`config.mk`:
```
export PLATFORM = sky130hd
export DESIGN_NAME = cdw_dualwave_gen
export DESIGN_NICKNAME = d
export VERILOG_FILES = /design/src/rtl/cdw_pkg.sv /design/src/rtl/cdw_rank.sv /design/src/rtl/cdw_wave.sv /design/src/rtl/cdw_revsel.sv /design/src/rtl/cdw_dualwave_gen.sv
export SDC_FILE = /design/constraint.sdc
export NUM_CORES = 1
export LEC_CHECK = 0
export BUFFER_PORTS_ARGS = -buffer_cell sky130_fd_sc_hd__buf_2
export CELL_PAD_IN_SITES_DETAIL_PLACEMENT = 1
export CELL_PAD_IN_SITES_GLOBAL_PLACEMENT = 2
export CORE_ASPECT_RATIO = 0.7
export CORE_UTILIZATION = 35
export DETAILED_ROUTE_END_ITERATION = 6
export PLACE_DENSITY_LB_ADDON = 0.1
export SLEW_MARGIN = 20
export SYNTH_ARGS = -nofsm -noshare
export SYNTH_HDL_FRONTEND = slang
export SYNTH_SLANG_ARGS = --single-unit
```
`constraint.sdc`:
```
create_clock -name clk -period 8.77 [get_ports clk]
set_clock_uncertainty 0.05 [all_clocks]
set_input_delay 0.877 -clock clk [delete_from_list [all_inputs] [get_ports clk]]
set_output_delay 0.877 -clock clk [all_outputs]
set_load 0.01 [all_outputs]
```
`src/rtl/cdw_pkg.sv`:
```
package cdw_pkg;
  localparam int NPH = 3;
  typedef logic [1:0] phase_t;
  localparam phase_t PH_A = 2'd0;
  localparam phase_t PH_B = 2'd1;
  localparam phase_t PH_C = 2'd2;
endpackage

```
`src/rtl/cdw_rank.sv`:
```
module cdw_rank
  import cdw_pkg::*;
#(
  parameter int REF_W = 16
) (
  input  logic signed [REF_W-1:0] ref_a,
  input  logic signed [REF_W-1:0] ref_b,
  input  logic signed [REF_W-1:0] ref_c,
  output phase_t                  hi_idx,
  output phase_t                  lo_idx,
  output logic signed [REF_W-1:0] hi_val,
  output logic signed [REF_W-1:0] lo_val,
  output logic                    mid_neg
);
  phase_t mid_idx;
  logic signed [REF_W-1:0] mid_val;

  function automatic logic signed [REF_W-1:0] pick(
    input phase_t                  idx,
    input logic signed [REF_W-1:0] va,
    input logic signed [REF_W-1:0] vb,
    input logic signed [REF_W-1:0] vc
  );
    case (idx)
      PH_A:    return va;
      PH_B:    return vb;
      default: return vc;
    endcase
  endfunction

  // highest: earliest tied phase wins
  always_comb begin
    if (ref_a >= ref_b && ref_a >= ref_c) hi_idx = PH_A;
    else if (ref_b >= ref_c)              hi_idx = PH_B;
    else                                  hi_idx = PH_C;
  end

  // lowest: latest tied phase wins, so all-equal still yields a permutation
  always_comb begin
    if (ref_c <= ref_a && ref_c <= ref_b) lo_idx = PH_C;
    else if (ref_b <= ref_a)              lo_idx = PH_B;
    else                                  lo_idx = PH_A;
  end

  assign mid_idx = phase_t'(2'd3 - hi_idx - lo_idx);
  assign hi_val  = pick(hi_idx, ref_a, ref_b, ref_c);
  assign lo_val  = pick(lo_idx, ref_a, ref_b, ref_c);
  assign mid_val = pick(mid_idx, ref_a, ref_b, ref_c);
  assign mid_neg = mid_val[REF_W-1];
endmodule

```
`src/rtl/cdw_wave.sv`:
```
module cdw_wave #(
  parameter int REF_W  = 16,
  parameter int FRAC_W = 14
) (
  input  logic signed [REF_W-1:0] own_ref,
  input  logic signed [REF_W-1:0] hi_ref,
  input  logic signed [REF_W-1:0] lo_ref,
  output logic        [REF_W-1:0] pos_thr,
  output logic        [REF_W-1:0] neg_thr
);
  localparam logic [REF_W-1:0] UNITY = REF_W'(1) << FRAC_W;

  // floor((upper - lower)/2) for upper >= lower; fits REF_W unsigned bits
  function automatic logic [REF_W-1:0] half_gap(
    input logic signed [REF_W-1:0] upper,
    input logic signed [REF_W-1:0] lower
  );
    logic signed [REF_W:0] gap;
    gap = $signed({upper[REF_W-1], upper}) - $signed({lower[REF_W-1], lower});
    return gap[REF_W:1];
  endfunction

  function automatic logic [REF_W-1:0] cap_unity(input logic [REF_W-1:0] v);
    return (v > UNITY) ? UNITY : v;
  endfunction

  logic [REF_W-1:0] half_span;
  logic [REF_W-1:0] half_own;
  logic [REF_W-1:0] zero_duty;

  assign half_span = cap_unity(half_gap(hi_ref, lo_ref));
  assign half_own  = half_gap(own_ref, lo_ref);
  assign zero_duty = UNITY - half_span;
  assign pos_thr   = cap_unity(half_own);
  assign neg_thr   = pos_thr + zero_duty;
endmodule

```
`src/rtl/cdw_revsel.sv`:
```
module cdw_revsel
  import cdw_pkg::*;
(
  input  phase_t         hi_idx,
  input  phase_t         lo_idx,
  input  logic           mid_neg,
  output logic [NPH-1:0] rev
);
  phase_t chosen;
  assign chosen = mid_neg ? hi_idx : lo_idx;

  for (genvar p = 0; p < NPH; p++) begin : g_bit
    assign rev[p] = (chosen == phase_t'(p));
  end
endmodule

```
`src/rtl/cdw_dualwave_gen.sv`:
```
module cdw_dualwave_gen
  import cdw_pkg::*;
#(
  parameter int REF_W  = 16,
  parameter int FRAC_W = 14
) (
  input  logic                    clk,
  input  logic                    rst_n,
  input  logic                    in_valid,
  input  logic signed [REF_W-1:0] ref_a,
  input  logic signed [REF_W-1:0] ref_b,
  input  logic signed [REF_W-1:0] ref_c,
  output logic                    out_valid,
  output logic        [REF_W-1:0] pos_a,
  output logic        [REF_W-1:0] pos_b,
  output logic        [REF_W-1:0] pos_c,
  output logic        [REF_W-1:0] neg_a,
  output logic        [REF_W-1:0] neg_b,
  output logic        [REF_W-1:0] neg_c,
  output logic        [2:0]       rev_sel
);
  // ranking (combinational, stage 0)
  phase_t                  r_hi_idx, r_lo_idx;
  logic signed [REF_W-1:0] r_hi_val, r_lo_val;
  logic                    r_mid_neg;

  cdw_rank #(.REF_W(REF_W)) u_rank (
    .ref_a   (ref_a),
    .ref_b   (ref_b),
    .ref_c   (ref_c),
    .hi_idx  (r_hi_idx),
    .lo_idx  (r_lo_idx),
    .hi_val  (r_hi_val),
    .lo_val  (r_lo_val),
    .mid_neg (r_mid_neg)
  );

  // stage 1 registers
  logic                    s1_valid;
  logic signed [REF_W-1:0] s1_ref [NPH];
  logic signed [REF_W-1:0] s1_hi_val, s1_lo_val;
  phase_t                  s1_hi_idx, s1_lo_idx;
  logic                    s1_mid_neg;

  always_ff @(posedge clk) begin
    if (!rst_n) begin
      s1_valid   <= 1'b0;
      s1_ref[0]  <= '0;
      s1_ref[1]  <= '0;
      s1_ref[2]  <= '0;
      s1_hi_val  <= '0;
      s1_lo_val  <= '0;
      s1_hi_idx  <= PH_A;
      s1_lo_idx  <= PH_C;
      s1_mid_neg <= 1'b0;
    end else begin
      s1_valid <= in_valid;
      if (in_valid) begin
        s1_ref[0]  <= ref_a;
        s1_ref[1]  <= ref_b;
        s1_ref[2]  <= ref_c;
        s1_hi_val  <= r_hi_val;
        s1_lo_val  <= r_lo_val;
        s1_hi_idx  <= r_hi_idx;
        s1_lo_idx  <= r_lo_idx;
        s1_mid_neg <= r_mid_neg;
      end
    end
  end

  // stage 2 arithmetic, one wave unit per phase
  logic [REF_W-1:0] w_pos [NPH];
  logic [REF_W-1:0] w_neg [NPH];
  logic [NPH-1:0]   w_rev;

  for (genvar p = 0; p < NPH; p++) begin : g_phase
    cdw_wave #(.REF_W(REF_W), .FRAC_W(FRAC_W)) u_wave (
      .own_ref (s1_ref[p]),
      .hi_ref  (s1_hi_val),
      .lo_ref  (s1_lo_val),
      .pos_thr (w_pos[p]),
      .neg_thr (w_neg[p])
    );
  end

  cdw_revsel u_rev (
    .hi_idx  (s1_hi_idx),
    .lo_idx  (s1_lo_idx),
    .mid_neg (s1_mid_neg),
    .rev     (w_rev)
  );

  // stage 2 registers
  always_ff @(posedge clk) begin
    if (!rst_n) begin
      out_valid <= 1'b0;
      pos_a     <= '0;
      pos_b     <= '0;
      pos_c     <= '0;
      neg_a     <= '0;
      neg_b     <= '0;
      neg_c     <= '0;
      rev_sel   <= '0;
    end else begin
      out_valid <= s1_valid;
      if (s1_valid) begin
        pos_a   <= w_pos[0];
        pos_b   <= w_pos[1];
        pos_c   <= w_pos[2];
        neg_a   <= w_neg[0];
        neg_b   <= w_neg[1];
        neg_c   <= w_neg[2];
        rev_sel <= w_rev;
      end
    end
  end
endmodule

```
# After elaboration in Yosys (flattened, before gate mapping)
# Memory sizes are Yosys's and may differ from the RTL's.
# Index checks and enable logic that the tools add are counted.
dict set report totals {
  mem_count 1
  input_bits 51
  ram_bits 48
  ff_bits 138
  wordCells 68
  out_inout_bits 100
}
dict set report op_classes {
  n_mux 19
  eq_ne 5
  reduce_logical 6
  n_bitwise 3
  add_sub_neg 10
  magnitude_cmp 10
}
# memory words width read_ports rd_clocked_by_memory_dff write_ports line_no
set mem_list {}
lappend mem_list {s1_ref 3 16 3 0 3 cdw_dualwave_gen.sv:40} ;# logic signed [REF_W-1:0] s1_ref [NPH];
# op n
set op_table {}
lappend op_table {{16-bit 2-to-1 mux} 7}
lappend op_table {{16-bit case mux with 2 select lines} 3}
lappend op_table {{16-bit by 16-bit subtractor with 17-bit output} 4}
lappend op_table {{16-bit by 15-bit greater-than comparator with 1-bit output (second input constant)} 4}
lappend op_table {{16-bit adder} 3}
lappend op_table {{16-bit >= comparator} 3}
lappend op_table {{16-bit less-or-equal comparator} 3}
lappend op_table {{15-bit by 16-bit subtractor with 16-bit output (first input constant)} 1}
lappend op_table {{2-bit by 1-bit equality test with 1-bit output (second input constant)} 4}
lappend op_table {{2-bit zero test} 4}
lappend op_table {{2-bit 2-to-1 mux} 4}
lappend op_table {{1-bit 2-to-1 mux} 5}
lappend op_table {{1-bit OR} 3}
lappend op_table {{2-bit equality test (second input constant)} 1}
lappend op_table {{1-bit logical AND} 2}
lappend op_table {{2-bit subtractor} 1}
lappend op_table {{2-bit subtractor (first input constant)} 1}

# Depth between registers and ports, before layout
# Gate-level depths: netlist of run 1.
dict set report logic_depth {
  ltp_word 7
  mapped_depth 27
  ltp_nobuf 26
}

# By module
# From an unflattened synthesis of run 1, not the netlist that was laid out.
dict set report hier_totals {
  hier_cells 1881
  area_unflattened_um2 17013.8
}
# mod instances cells_each area_per_inst_um2 seq_area_each_um2
set modules_own_cells {}
lappend modules_own_cells {cdw_dualwave_gen 1 550 7125.6 4204.0}
lappend modules_own_cells {{cdw_wave (g_phase[0].u_wave ...)} 2 343 2549.9 0.0}
lappend modules_own_cells {{cdw_wave (g_phase[2].u_wave)} 1 379 2720.1 0.0}
lappend modules_own_cells {cdw_rank 1 258 2013.2 0.0}
lappend modules_own_cells {cdw_revsel 1 8 55.1 0.0}

# Worst setup path after synthesis of run 1
# No wires, ideal clock.
dict set report synth_path {
  kind {reg2reg}
  startpoint {register s1_lo_val[0]}
  endpoint {register neg_b[14]}
  t_required_ns 8.592
  setup_ns 0.128
  period_less_slack_ns 6.202
  arrival_time_ns 6.024
  setup_slack_ns 2.568
  stages_incl_launch_ff 26
  path_buffers 1
  path_cell_list {dfxtp_1 > nor2b_4 > fa_1 > nand2b_1 > a21oi_1 > nor2_1 > xnor2_1 > or4_1 > a211oi_4 > nand4_2 > o31a_1 > or2_1 > ha_1 > clkbuf_1 > and3_1 > nor3_1 > ha_1 > a21o_1 > a21o_1 > a2111oi_0 > nor3_1 > a41o_1 > o41ai_1 > o21ai_0 > xnor2_1 > o21ai_0}
}
dict set report synth_via {
  elab_chain_len 5
  elab_cells_between_ends 8
  classes_between {add/sub: 4; order compare: 2; mux: 2}
}
# element line_no
set synth_lines {}
lappend synth_lines {{start, declared} cdw_dualwave_gen.sv:41} ;# logic signed [REF_W-1:0] s1_hi_val, s1_lo_val;
lappend synth_lines {{start signal, assigned} cdw_dualwave_gen.sv:63} ;# s1_lo_val <= r_lo_val;
lappend synth_lines {{16-bit by 16-bit subtractor with 17-bit output} cdw_wave.sv:19} ;# gap = $signed({upper[REF_W-1], upper}) - $signed({lower[REF_W-1], lower});
lappend synth_lines {{16-bit by 15-bit greater-than comparator with 1-bit output} cdw_wave.sv:24} ;# return (v > UNITY) ? UNITY : v;
lappend synth_lines {{16-bit 2-to-1 mux} cdw_wave.sv:24}
lappend synth_lines {{15-bit by 16-bit subtractor with 16-bit output} cdw_wave.sv:33} ;# assign zero_duty = UNITY - half_span;
lappend synth_lines {{16-bit adder (*)} cdw_wave.sv:35} ;# assign neg_thr = pos_thr + zero_duty;
lappend synth_lines {{end signal, assigned} cdw_dualwave_gen.sv:111} ;# neg_b <= w_neg[1];
lappend synth_lines {{end, declared} cdw_dualwave_gen.sv:18} ;# output logic [REF_W-1:0] neg_b,
# Every way passes the cells marked *; elsewhere a longest branch is shown, timed or not.
# A chain may end at the register's enable or synchronous reset.

# Final worst setup path of run 1
dict set report layout_path {
  startpoint {register s1_lo_val[4]}
  endpoint {register neg_b[14]}
}
# The elaborated chain is that of the path after synthesis.

==> results.txt, run 1 <==
# clock sinks: 186
sequential fraction of the synthesis area: 30.9%
r2r endpoint: neg_b[14]$_SDFFE_PN0P_
Yosys warnings: 0
first-pass GRT wire length: 81000 um
crit path time final: 7.54 ns
CP Data Arrival Time: 7.82 ns
Yosys cell types: 78
GRT Overall Usage: 27.4%
DRC: 0
type of origin of the critical path: register
number of synthesized flops with an enable pin: 48
share of cells above drive strength 1: 12.9%
worst r2r src: s1_lo_val[4]$_SDFFE_PN0P_
largest net degree at the start of global routing: 67
fmax: 133 MHz
hold path depth: 2
core area: 37700 um^2
Placer Congestion: 0.894
Multi-input gate area: 8830 um^2
placed cells: 2218
clock tree buffer depth: 2
Cell Rows: 59
largest family of logic cells by synthesized area: compound AO/OA/AOI/OAI gates
worst setup margin: 1.23 ns
flop2flop setup slack: 1.23 ns
synthesized cell area: 13600 um^2
# Post-CTS Setup Buffers: 0
syn_nets: 1798
antenna violations before repair: 1
reg2reg path depth: 25
Max-Cap Viols: 0
FILL cells: 4503
post_cts resized: 0
Setup WS pre-CTS: 1.47 ns
IO Count: 151
maximum vdd drop: 149 uV
CP Class: register to register
status: finished clean
Congestion Overflow GR: 0
most used flip-flop cell after synthesis: dfxtp_1
register area: 4210 um^2
Area growth syn-to-layout: 14.1%
vias per cell: 5.61
cell taking the most area after synthesis: dfxtp_1
Crit path required time: 9.05 ns
Final nets: 1932
CP endpoint kind: register
Synth Area in XOR/XNOR: 5.48%
Hold Path Origin: neg_a[11]$_SDFFE_PN0P_
max_slew headroom: 27.9%
RSZ-0062 raised after global routing: false
vias in the first global route: 12.7k
post-synthesis mux area share: 4.40%
flops & latches, synth: 186
drt total wl: 53200 um
asr flop ratio synth: 0%
DR vias: 12.6k
Root Driver: clkbuf_16
total CTS buffers: 17
CTS tree: built
most instantiated library cell after synthesis: ha_1
First-pass DRT Iterations: 6
Clk Latency, worst-skew pair: 0.46 ns
Min-Delay Path Class: register to register
Leak: 7.06 nW
Final Non-Filler Cells: 2250
Tcrit/Tclk final: 86.0%
Power Density: 273 nW/um^2
cts hold-fix bufs: 0
clk slew on worst S/H paths: 0.07 ns
Post-Synth Simple-Gate Area: 18.8%
Slew Viols, Final: 0
syn avg cell area: 8.58 um^2
setup violators final: 0
Final Hold Vio Count: 0
Worst-Margin Slew: 1.08 ns
Routed Antenna Nets: 0
Synth top cells by count: ha_1 (155), nand2_1 (148), dfxtp_1 (138), nor2_1 (133), o21ai_0 (99)
Post-DP HPWL: 43200 um
IO Port Bufs: 150
die area: 39700 um^2
synthesized instance count: 1585
share of the synthesized area in the top cell type: 20.3%
fraction of the mapped netlist area in adder cells: 15.3%
Synth Area in Compound Gates: 20.8%
CP max FO: 11
wire per inst: 23.7 um
top cells by area, synth: dfxtp_1 (20%), ha_1 (14%), edfxtp_1 (11%)
CTS HTree Levels: 4
Die H: 167 um
hold path endpoint: neg_a[11]$_SDFFE_PN0P_
n_diodes: 0
die width: 238 um
setup_tns: 0 ns
Initial Util: 36.0%
1st-iter DRT viols: 810
[layout make-up]
cell class / count / share of cell area (%)
sequential: 186 / 27.1
multi-input combinational: 1247 / 56.9
tap: 518 / 4.18
inverter: 99 / 2.40
clock inverter: 7 / 0.339
timing repair buffer: 168 / 5.71
clock buffer: 25 / 3.34
[worst max-delay path by stage]
| stage | start | end | slack (ns) | depth (start not counted) |
|---|---|---|---|---|
| 2_1_floorplan | s1_lo_val[0]$_SDFFE_PN0P_ | neg_b[14]$_SDFFE_PN0P_ | 2.57 | 25 |
| 3_3_place_gp | s1_lo_val[4]$_SDFFE_PN0P_ | neg_b[14]$_SDFFE_PN0P_ | 1.58 | 25 |
| 3_5_place_dp | s1_lo_val[4]$_SDFFE_PN0P_ | neg_b[14]$_SDFFE_PN0P_ | 1.47 | 25 |
| 4_1_cts | s1_lo_val[4]$_SDFFE_PN0P_ | neg_b[14]$_SDFFE_PN0P_ | 1.33 | 25 |
| 5_1_grt | s1_lo_val[4]$_SDFFE_PN0P_ | neg_b[14]$_SDFFE_PN0P_ | 0.72 | 25 |
| 6_report | s1_lo_val[4]$_SDFFE_PN0P_ | neg_b[14]$_SDFFE_PN0P_ | 1.23 | 25 |
[through the flow]
stage | hold WS [ns] | util (%) | power [mW] | area [um^2]
6_report | 0.399 | 41.1 | 4.24 | 15500
5_1_grt | 0.426 | 41.1 | 4.53 | 15500
4_1_cts | 0.405 | 41.1 | 4.24 | 15500
3_5_place_dp | 0.388 | 39.6 | 3.44 | 14900
3_3_place_gp | 0.382 | 39.6 | 3.43 | 14900
2_1_floorplan | 0.399 | - | 2.65 | 13600
[placed cells by master, fill, tap and decap left out, types with 13 or more instances in the layout]
| cell type | instances |
|---|---|
| nand2b_1 | 21 |
| buf_2 | 150 |
| and3_1 | 26 |
| nand3_1 | 34 |
| nor2b_1 | 57 |
| dfxtp_1 | 137 |
| mux2i_1 | 53 |
| nand2_1 | 148 |
| o21ai_0 | 99 |
| ha_1 | 155 |
| o31ai_1 | 38 |
| nor3_1 | 35 |
| nor2_1 | 133 |
| xnor2_1 | 47 |
| clkbuf_16 | 19 |
| and2_1 | 14 |
| a21oi_1 | 76 |
| xor2_1 | 38 |
| o211ai_1 | 15 |
| a221o_1 | 19 |
| o21a_1 | 13 |
| buf_4 | 18 |
| inv_1 | 94 |
| edfxtp_1 | 48 |
| a21o_1 | 45 |
[flip-flops by register name, indices dropped and copies added, names as in the netlist]
| name | cells |
|---|---|
| s1_ref | 48 |
| s1_hi_val | 16 |
| s1_mid_neg | 1 |
| s1_lo_idx | 2 |
| rev_sel | 3 |
| out_valid | 1 |
| s1_lo_val | 16 |
| s1_valid | 1 |
| pos_b | 16 |
| pos_a | 16 |
| pos_c | 16 |
| neg_c | 16 |
| neg_b | 16 |
| s1_hi_idx | 2 |
| neg_a | 16 |
[report_power, final]
group,total [mW],switching [mW],internal [mW]
Combinational,2.40,1.52,0.875
Clock,0.783,0.369,0.415
Sequential,1.06,0.0651,0.994
[kinds of logic (layout without fill, tap and decap cells)]
logic type / count (synthesis) / after routing
fa+ha+maj: 162 / 162
simple gates: 528 / 528
mux: 59 / 59
xor+xnor: 85 / 85
flops: 186 / 186
buf+inv: 152 / 299
compound gates: 413 / 413
[critical path: stages (launching register included)]
cell	delay (ns)
dfxtp_1	0.33
inv_1	0.09
ha_1	0.40
a21o_1	0.24
a21oi_4	0.27
o21ai_2	0.11
a2111o_1	0.52
a311oi_1	0.32
a2bb2oi_2	0.32
nand4_2	0.18
o31a_1	0.42
or2_1	0.24
ha_1	0.33
inv_1	0.26
nor2_1	0.09
nor3_1	0.53
ha_1	0.39
a21o_1	0.20
a21o_1	0.22
a2111oi_0	0.47
nor3_1	0.17
a41o_1	0.30
o41ai_1	0.51
o21ai_0	0.22
xnor2_1	0.16
o21ai_0	0.08
[layer usage]
metal | track usage (%) | wire length, um
met5 | 0 | 0
met3 | 5.40 | 3120
met1 | 41.0 | 27400
met4 | 4.63 | 429
met2 | 40.7 | 22300
Note: power is estimated with default switching activity, not from simulation.
==> run 2: changes to the inputs <==
--- a/config.mk
+++ b/config.mk
@@ -5,7 +5,7 @@
 export SDC_FILE = /design/constraint.sdc
 export NUM_CORES = 1
 export LEC_CHECK = 0
-export BUFFER_PORTS_ARGS = -buffer_cell sky130_fd_sc_hd__buf_2
+export BUFFER_PORTS_ARGS = -buffer_cell sky130_fd_sc_hd__buf_4
 export CELL_PAD_IN_SITES_DETAIL_PLACEMENT = 1
 export CELL_PAD_IN_SITES_GLOBAL_PLACEMENT = 2
 export CORE_ASPECT_RATIO = 0.7
==> run 2 against run 1 <==
  * Critical path depth down 1
  * Global-route usage about the same
  * Die area unchanged
  * Setup slack worse by 0.34 ns
  * Utilization up 1.1 points
  * Cell count about the same
  * Sequential power about the same
  * Maximum frequency down 4.3%
  * Design area up 2.6%
  * Highest routed layer unchanged
  * Via count up 0.21%
  * Register-to-register slack worse by 0.34 ns
  * Sequential cell count unchanged
==> results.txt, run 2 (synthesized netlist as in run 1, its figures left out) <==
status: finished clean (unchanged)
Final Cell Area: 15900 um^2 (was 15500 um^2)
die area: 39700 um^2 (unchanged)
Cell Rows: 59 (unchanged)
die width: 238 um (unchanged)
max_slew headroom: 21.2% (was 27.9%)
P_int: 2.34 mW (was 2.28 mW)
CP Data Arrival Time: 8.14 ns (was 7.82 ns)
setup violators final: 0 (unchanged)
maximum vdd drop: 146 uV (was 149 uV)
Routed Antenna Nets: 0 (unchanged)
RSZ-0062 raised after global routing: false (unchanged)
Die H: 167 um (unchanged)
fmax: 127 MHz (was 133 MHz)
commonest non-fill, non-tap cell in the layout: buf_4 (was ha_1)
core area: 37700 um^2 (unchanged)
crit path time final: 7.88 ns (was 7.54 ns)
post_cts resized: 0 (unchanged)
total CTS buffers: 17 (unchanged)
Crit path required time: 9.03 ns (was 9.05 ns)
max reg flops: 48 (unchanged)
Gate power share: 56.5% (was 56.6%)
Clk Latency, worst-skew pair: 0.46 ns (about the same)
DRC: 0 (unchanged)
Worst-Margin Slew: 1.17 ns (was 1.08 ns)
Pwr Total: 4.30 mW (was 4.24 mW)
cts hold-fix bufs: 0 (unchanged)
Min-Delay Path Class: register to register (unchanged)
Tcrit/Tclk final: 89.8% (was 86.0%)
Sw Pwr: 1.96 mW (about the same)
Congestion Overflow GR: 0 (unchanged)
Max-Cap Viols: 0 (unchanged)
Leak: 7.11 nW (was 7.06 nW)
CP endpoint kind: register (unchanged)
CTS HTree Levels: 4 (unchanged)
vias per cell: 5.62 (was 5.61)
First-pass DRT Iterations: 5 (was 6)
IO Count: 151 (unchanged)
most frequent cells in the layout: buf_4 (167), ha_1 (155), nand2_1 (148), dfxtp_1 (137), nor2_1 (133) (was ha_1 (155), buf_2 (150), nand2_1 (148), dfxtp_1 (137), nor2_1 (133))
IO Port Bufs: 150 (unchanged)
# clock sinks: 186 (unchanged)
Power Density: 271 nW/um^2 (was 273 nW/um^2)
DR vias: 12.7k (was 12.6k)
Root Driver: clkbuf_16 (unchanged)
sequential share of power: 24.7% (was 25.0%)
Initial Util: 36.0% (unchanged)
type of origin of the critical path: register (unchanged)
antenna violations before repair: 1 (unchanged)
GRT Overall Usage: 27.4% (about the same)
area of placed instances: 15300 um^2 (was 14900 um^2)
Final nets: 1931 (was 1932)
clk slew on worst S/H paths: 0.07 ns (about the same)
setup_tns: 0 ns (unchanged)
CP Class: register to register (unchanged)
CP max FO: 11 (unchanged)
Slew Viols, Final: 0 (unchanged)
Placer Congestion: 0.951 (was 0.894)
CTS tree: built (unchanged)
drt total wl: 53900 um (was 53200 um)
Post-DP HPWL: 43700 um (was 43200 um)
vias in the first global route: 12.8k (was 12.7k)
hold slack: 0.404 ns (was 0.399 ns)
wire per inst: 23.9 um (was 23.7 um)
1st-iter DRT viols: 869 (was 810)
Biggest register: s1_ref (unchanged)
first-pass GRT wire length: 81200 um (was 81000 um)
Final Hold Vio Count: 0 (unchanged)
share of cells above drive strength 1: 13.0% (was 12.9%)
Clk network pwr share: 18.8% (was 18.5%)
Switching Share: 45.6% (was 46.2%)
clock tree buffer depth: 2 (unchanged)
Area growth syn-to-layout: 17.0% (was 14.1%)
largest net degree at the start of global routing: 64 (was 67)
# Post-CTS Setup Buffers: 0 (unchanged)
run 2: cell types whose count changed in the layout (fill, tap and decap cells not counted), sizes merged:
cell / before / now
buf: 168 / 167
bufinv: 0 / 1
clkbuf: 25 / 22
clkinv: 5 / 6
clkinvlp: 2 / 1
diode: 0 / 2
inv: 99 / 101
run 2: power by group through the flow:
stage | combinational (mW) | sequential [mW] | clock, mW
after CTS | 2.42 | 1.07 | 0.831
after global routing | 2.65 | 1.08 | 0.860
final | 2.43 | 1.06 | 0.810
after global placement | 2.38 | 1.08 | 0
after floorplan | 1.55 | 1.09 | 0
after detailed placement | 2.40 | 1.08 | 0
run 2: final cells by class:
cell class / instances / area, um^2
clock inverter: 10 / 106
timing repair buffer: 167 / 1250
tap: 518 / 648
antenna: 2 / 5.00
fill: 4437 / 21800
clock buffer: 22 / 485
sequential: 186 / 4210
multi-input combinational: 1247 / 8830
inverter: 99 / 372
run 2: path summary, 6_finish.rpt:
check / startpoint / to / slack [ns] / cells after the start
max: s1_lo_val[5]$_SDFFE_PN0P_ / neg_b[15]$_SDFFE_PN0P_ / 0.89 / 24
min: pos_a[1]$_SDFFE_PN0P_ / pos_a[1]$_SDFFE_PN0P_ / 0.40 / 2
max reg2reg: s1_lo_val[5]$_SDFFE_PN0P_ / neg_b[15]$_SDFFE_PN0P_ / 0.89 / 24
min reg2reg: pos_a[1]$_SDFFE_PN0P_ / pos_a[1]$_SDFFE_PN0P_ / 0.40 / 2
run 2: metal layers:
metal / global-route usage (%) / part of all wire [%]
met1: 41.9 / 52
met2: 40.0 / 41
met3: 5.45 / 5.9
met4: 3.81 / 0.64
met5: 0 / 0
run 2: stage by stage:
stage	setup slack, ns	util, %	cells
floorplan	2.57	-	1585
global placement	1.33	40.6	2217
detailed placement	1.08	40.6	2217
CTS	1.03	42.1	2249
global route	0.402	42.2	2249
finish	0.890	42.2	2251
run 2: critical path, stage by stage, from the launching register on:
cell and delay [ns]:
dfxtp_1 0.33, inv_1 0.11, ha_1 0.44, nand3_1 0.20, a21o_1 0.28, a21bo_2 0.27, a211oi_1 0.40, o21ai_1 0.23
a211oi_4 0.33, nand4_2 0.21, o31a_1 0.43, or2_1 0.24, ha_1 0.33, inv_1 0.27, nor2_1 0.08, nor3_1 0.74
ha_1 0.41, a21o_1 0.22, a2111oi_0 0.50, nor3_1 0.16, a41o_1 0.29, o41ai_1 0.62, o21ai_0 0.27, o21ai_0 0.21
a31oi_1 0.10
==> run 3: changes to the inputs <==
--- a/config.mk
+++ b/config.mk
@@ -6,6 +6,7 @@
 export NUM_CORES = 1
 export LEC_CHECK = 0
 export BUFFER_PORTS_ARGS = -buffer_cell sky130_fd_sc_hd__buf_4
+export CAP_MARGIN = 25
 export CELL_PAD_IN_SITES_DETAIL_PLACEMENT = 1
 export CELL_PAD_IN_SITES_GLOBAL_PLACEMENT = 2
 export CORE_ASPECT_RATIO = 0.7
==> constraint.sdc (replaced) <==
create_clock -name clk -period 10.11 [get_ports clk]
set_clock_uncertainty 0.05 [all_clocks]
set_input_delay 1.011 -clock clk [delete_from_list [all_inputs] [get_ports clk]]
set_output_delay 1.011 -clock clk [all_outputs]
set_load 0.01 [all_outputs]
==> run 3 against run 2 <==
  * Setup slack improved by 1.5 ns
  * Routed wire length down 0.23%
  * Design area hardly changed
  * Maximum frequency grew 1.6%
  * Critical path depth unchanged
  * Total power decreased by 13%
  * Utilization is essentially flat
  * Cell count hardly changed
  * Non-clock buffer count up 1
  * Clock power fell by 14%
  * Sequential cell count is the same
  * First-iteration DRC count grew 6.2%
  * Critical path type unchanged
  * Critical endpoint unchanged
  * Highest routed layer unchanged
==> results.txt, run 3 (synthesized netlist as in run 1, its figures left out) <==
status: finished clean (unchanged)
worst path cell trace: inv_1 -> ha_1 -> nand3_1 -> a21o_1 -> a21bo_2 -> a211oi_1 -> o21ai_1 -> a211oi_4 -> nand4_2 -> o31a_1 -> or2_1 -> ha_1 -> inv_1 -> nor2_1 -> nor3_1 -> ha_1 -> a21o_1 -> a2111oi_0 -> nor3_1 -> a41o_1 -> o41ai_1 -> o21ai_0 -> o21ai_0 -> a31oi_1 (unchanged)
DRC: 0 (unchanged)
CP Class: register to register (unchanged)
Root Driver: clkbuf_16 (unchanged)
Final Hold Vio Count: 0 (unchanged)
Initial Util: 36.0% (unchanged)
Area growth syn-to-layout: 17.0% (about the same)
post_cts resized: 0 (unchanged)
total CTS buffers: 17 (unchanged)
Setup WS pre-CTS: 2.50 ns (was 1.08 ns)
Multi-input gate area: 8840 um^2 (was 8830 um^2)
first-pass GRT wire length: 81600 um (was 81200 um)
largest net degree at the start of global routing: 64 (unchanged)
# Post-CTS Setup Buffers: 0 (unchanged)
Slew Viols, Final: 0 (unchanged)
CP endpoint kind: register (unchanged)
Routed Antenna Nets: 0 (unchanged)
Critical-path top delay cell: nor3_1 (unchanged)
setup violators final: 0 (unchanged)
CP Data Arrival Time: 8.02 ns (was 8.14 ns)
Top delay family on crit path: compound AO/OA/AOI/OAI gates (unchanged)
Cell Rows: 59 (unchanged)
Max-Cap Viols: 0 (unchanged)
FILL cells: 4468 (was 4437)
Post-DP HPWL: 43800 um (was 43700 um)
Placer Congestion: 0.949 (was 0.951)
antenna violations before repair: 0 (was 1)
vias per cell: 5.62 (about the same)
drt total wl: 53800 um (was 53900 um)
Final Cell Area: 15900 um^2 (about the same)
max_slew headroom: 31.6% (was 21.2%)
fmax: 129 MHz (was 127 MHz)
core area: 37700 um^2 (unchanged)
CP max FO: 11 (unchanged)
Max stage delay on crit path: 0.74 ns (about the same)
1st-iter DRT viols: 923 (was 869)
maximum vdd drop: 141 uV (was 146 uV)
cts hold-fix bufs: 0 (unchanged)
Congestion Overflow GR: 0 (unchanged)
Min-Delay Path Class: register to register (unchanged)
crit path time final: 7.76 ns (was 7.88 ns)
die area: 39700 um^2 (unchanged)
register area: 4210 um^2 (unchanged)
worst setup margin: 2.35 ns (was 0.890 ns)
commonest non-fill, non-tap cell in the layout: buf_4 (unchanged)
CTS tree: built (unchanged)
most frequent cells in the layout: buf_4 (167), ha_1 (155), nand2_1 (148), dfxtp_1 (137), nor2_1 (133) (unchanged)
wire per inst: 23.9 um (about the same)
Crit path required time: 10.38 ns (was 9.03 ns)
Tcrit/Tclk final: 76.7% (was 89.8%)
# clock sinks: 186 (unchanged)
die width: 238 um (unchanged)
CP most frequent cell: ha_1 (unchanged)
vias in the first global route: 12.8k (about the same)
clk slew on worst S/H paths: 0.07 ns (about the same)
Clk Latency, worst-skew pair: 0.47 ns (was 0.46 ns)
clock tree buffer depth: 2 (unchanged)
max reg flops: 48 (unchanged)
n_diodes: 0 (was 2)
type of origin of the critical path: register (unchanged)
setup_tns: 0 ns (unchanged)
IO Count: 151 (unchanged)
Worst-Margin Slew: 1.02 ns (was 1.17 ns)
CTS HTree Levels: 4 (unchanged)
worst path bufs/invs: 2 (unchanged)
IO Port Bufs: 150 (unchanged)
RSZ-0062 raised after global routing: false (unchanged)
Power Density: 234 nW/um^2 (was 271 nW/um^2)
Leak: 7.12 nW (was 7.11 nW)
GRT Overall Usage: 27.4% (unchanged)
Die H: 167 um (unchanged)
First-pass DRT Iterations: 5 (unchanged)
hold slack: 0.407 ns (was 0.404 ns)
area of placed instances: 15300 um^2 (about the same)
Biggest register: s1_ref (unchanged)
Final nets: 1932 (was 1931)
DR vias: 12.7k (about the same)
Pwr Total: 3.73 mW (was 4.30 mW)
share of cells above drive strength 1: 13.2% (was 13.0%)
run 3: worst reg2reg max path, stage by stage, from the launching register on:
cell	delay, ns
dfxtp_1	0.33
inv_1	0.12
ha_1	0.46
nand3_1	0.20
a21o_1	0.28
a21bo_2	0.26
a211oi_1	0.39
o21ai_1	0.24
a211oi_4	0.33
nand4_2	0.21
o31a_1	0.44
or2_1	0.24
ha_1	0.33
inv_1	0.26
nor2_1	0.08
nor3_1	0.74
ha_1	0.42
a21o_1	0.21
a2111oi_0	0.49
nor3_1	0.15
a41o_1	0.28
o41ai_1	0.57
o21ai_0	0.23
o21ai_0	0.19
a31oi_1	0.10
run 3: routing by layer:
metal / global-route usage (%) / up-vias / part of all wire [%]
li1: - / 6012 / -
met1: 42.5 / 6392 / 54
met2: 40.2 / 229 / 41
met3: 4.31 / 22 / 4.2
met4: 3.73 / 0 / 0.52
met5: 0 / - / 0
run 3: worst paths after layout:
| path | from | end | slack, ns | cells after the start |
|---|---|---|---|---|
| setup / recovery | s1_lo_val[5]$_SDFFE_PN0P_ | neg_b[15]$_SDFFE_PN0P_ | 2.35 | 24 |
| hold / removal | neg_a[12]$_SDFFE_PN0P_ | neg_a[12]$_SDFFE_PN0P_ | 0.41 | 1 |
| setup reg to reg | s1_lo_val[5]$_SDFFE_PN0P_ | neg_b[15]$_SDFFE_PN0P_ | 2.35 | 24 |
| hold reg to reg | neg_a[12]$_SDFFE_PN0P_ | neg_a[12]$_SDFFE_PN0P_ | 0.41 | 1 |
run 3: report_power, final:
part	leakage, nW	total (mW)	internal (mW)	switching (mW)
Sequential	1.64	0.923	0.862	0.0609
Clock	0.291	0.693	0.365	0.327
Combinational	5.18	2.11	0.799	1.31
Total	7.12	3.73	2.03	1.70
run 3: area by class of cell:
class	count	area share (%)
Multi-Input combinational cell	1247	55.6
Sequential cell	186	26.4
Timing Repair Buffer	168	7.91
Tap cell	518	4.07
Clock buffer	22	2.99
Inverter	99	2.34
Clock inverter	10	0.661
run 3: stage by stage:
stage / cells / utilization [%]
finish: 2250 / 42.2
global route: 2250 / 42.2
CTS: 2250 / 42.1
detailed placement: 2218 / 40.6
global placement: 2217 / 40.6
floorplan: 1585 / -
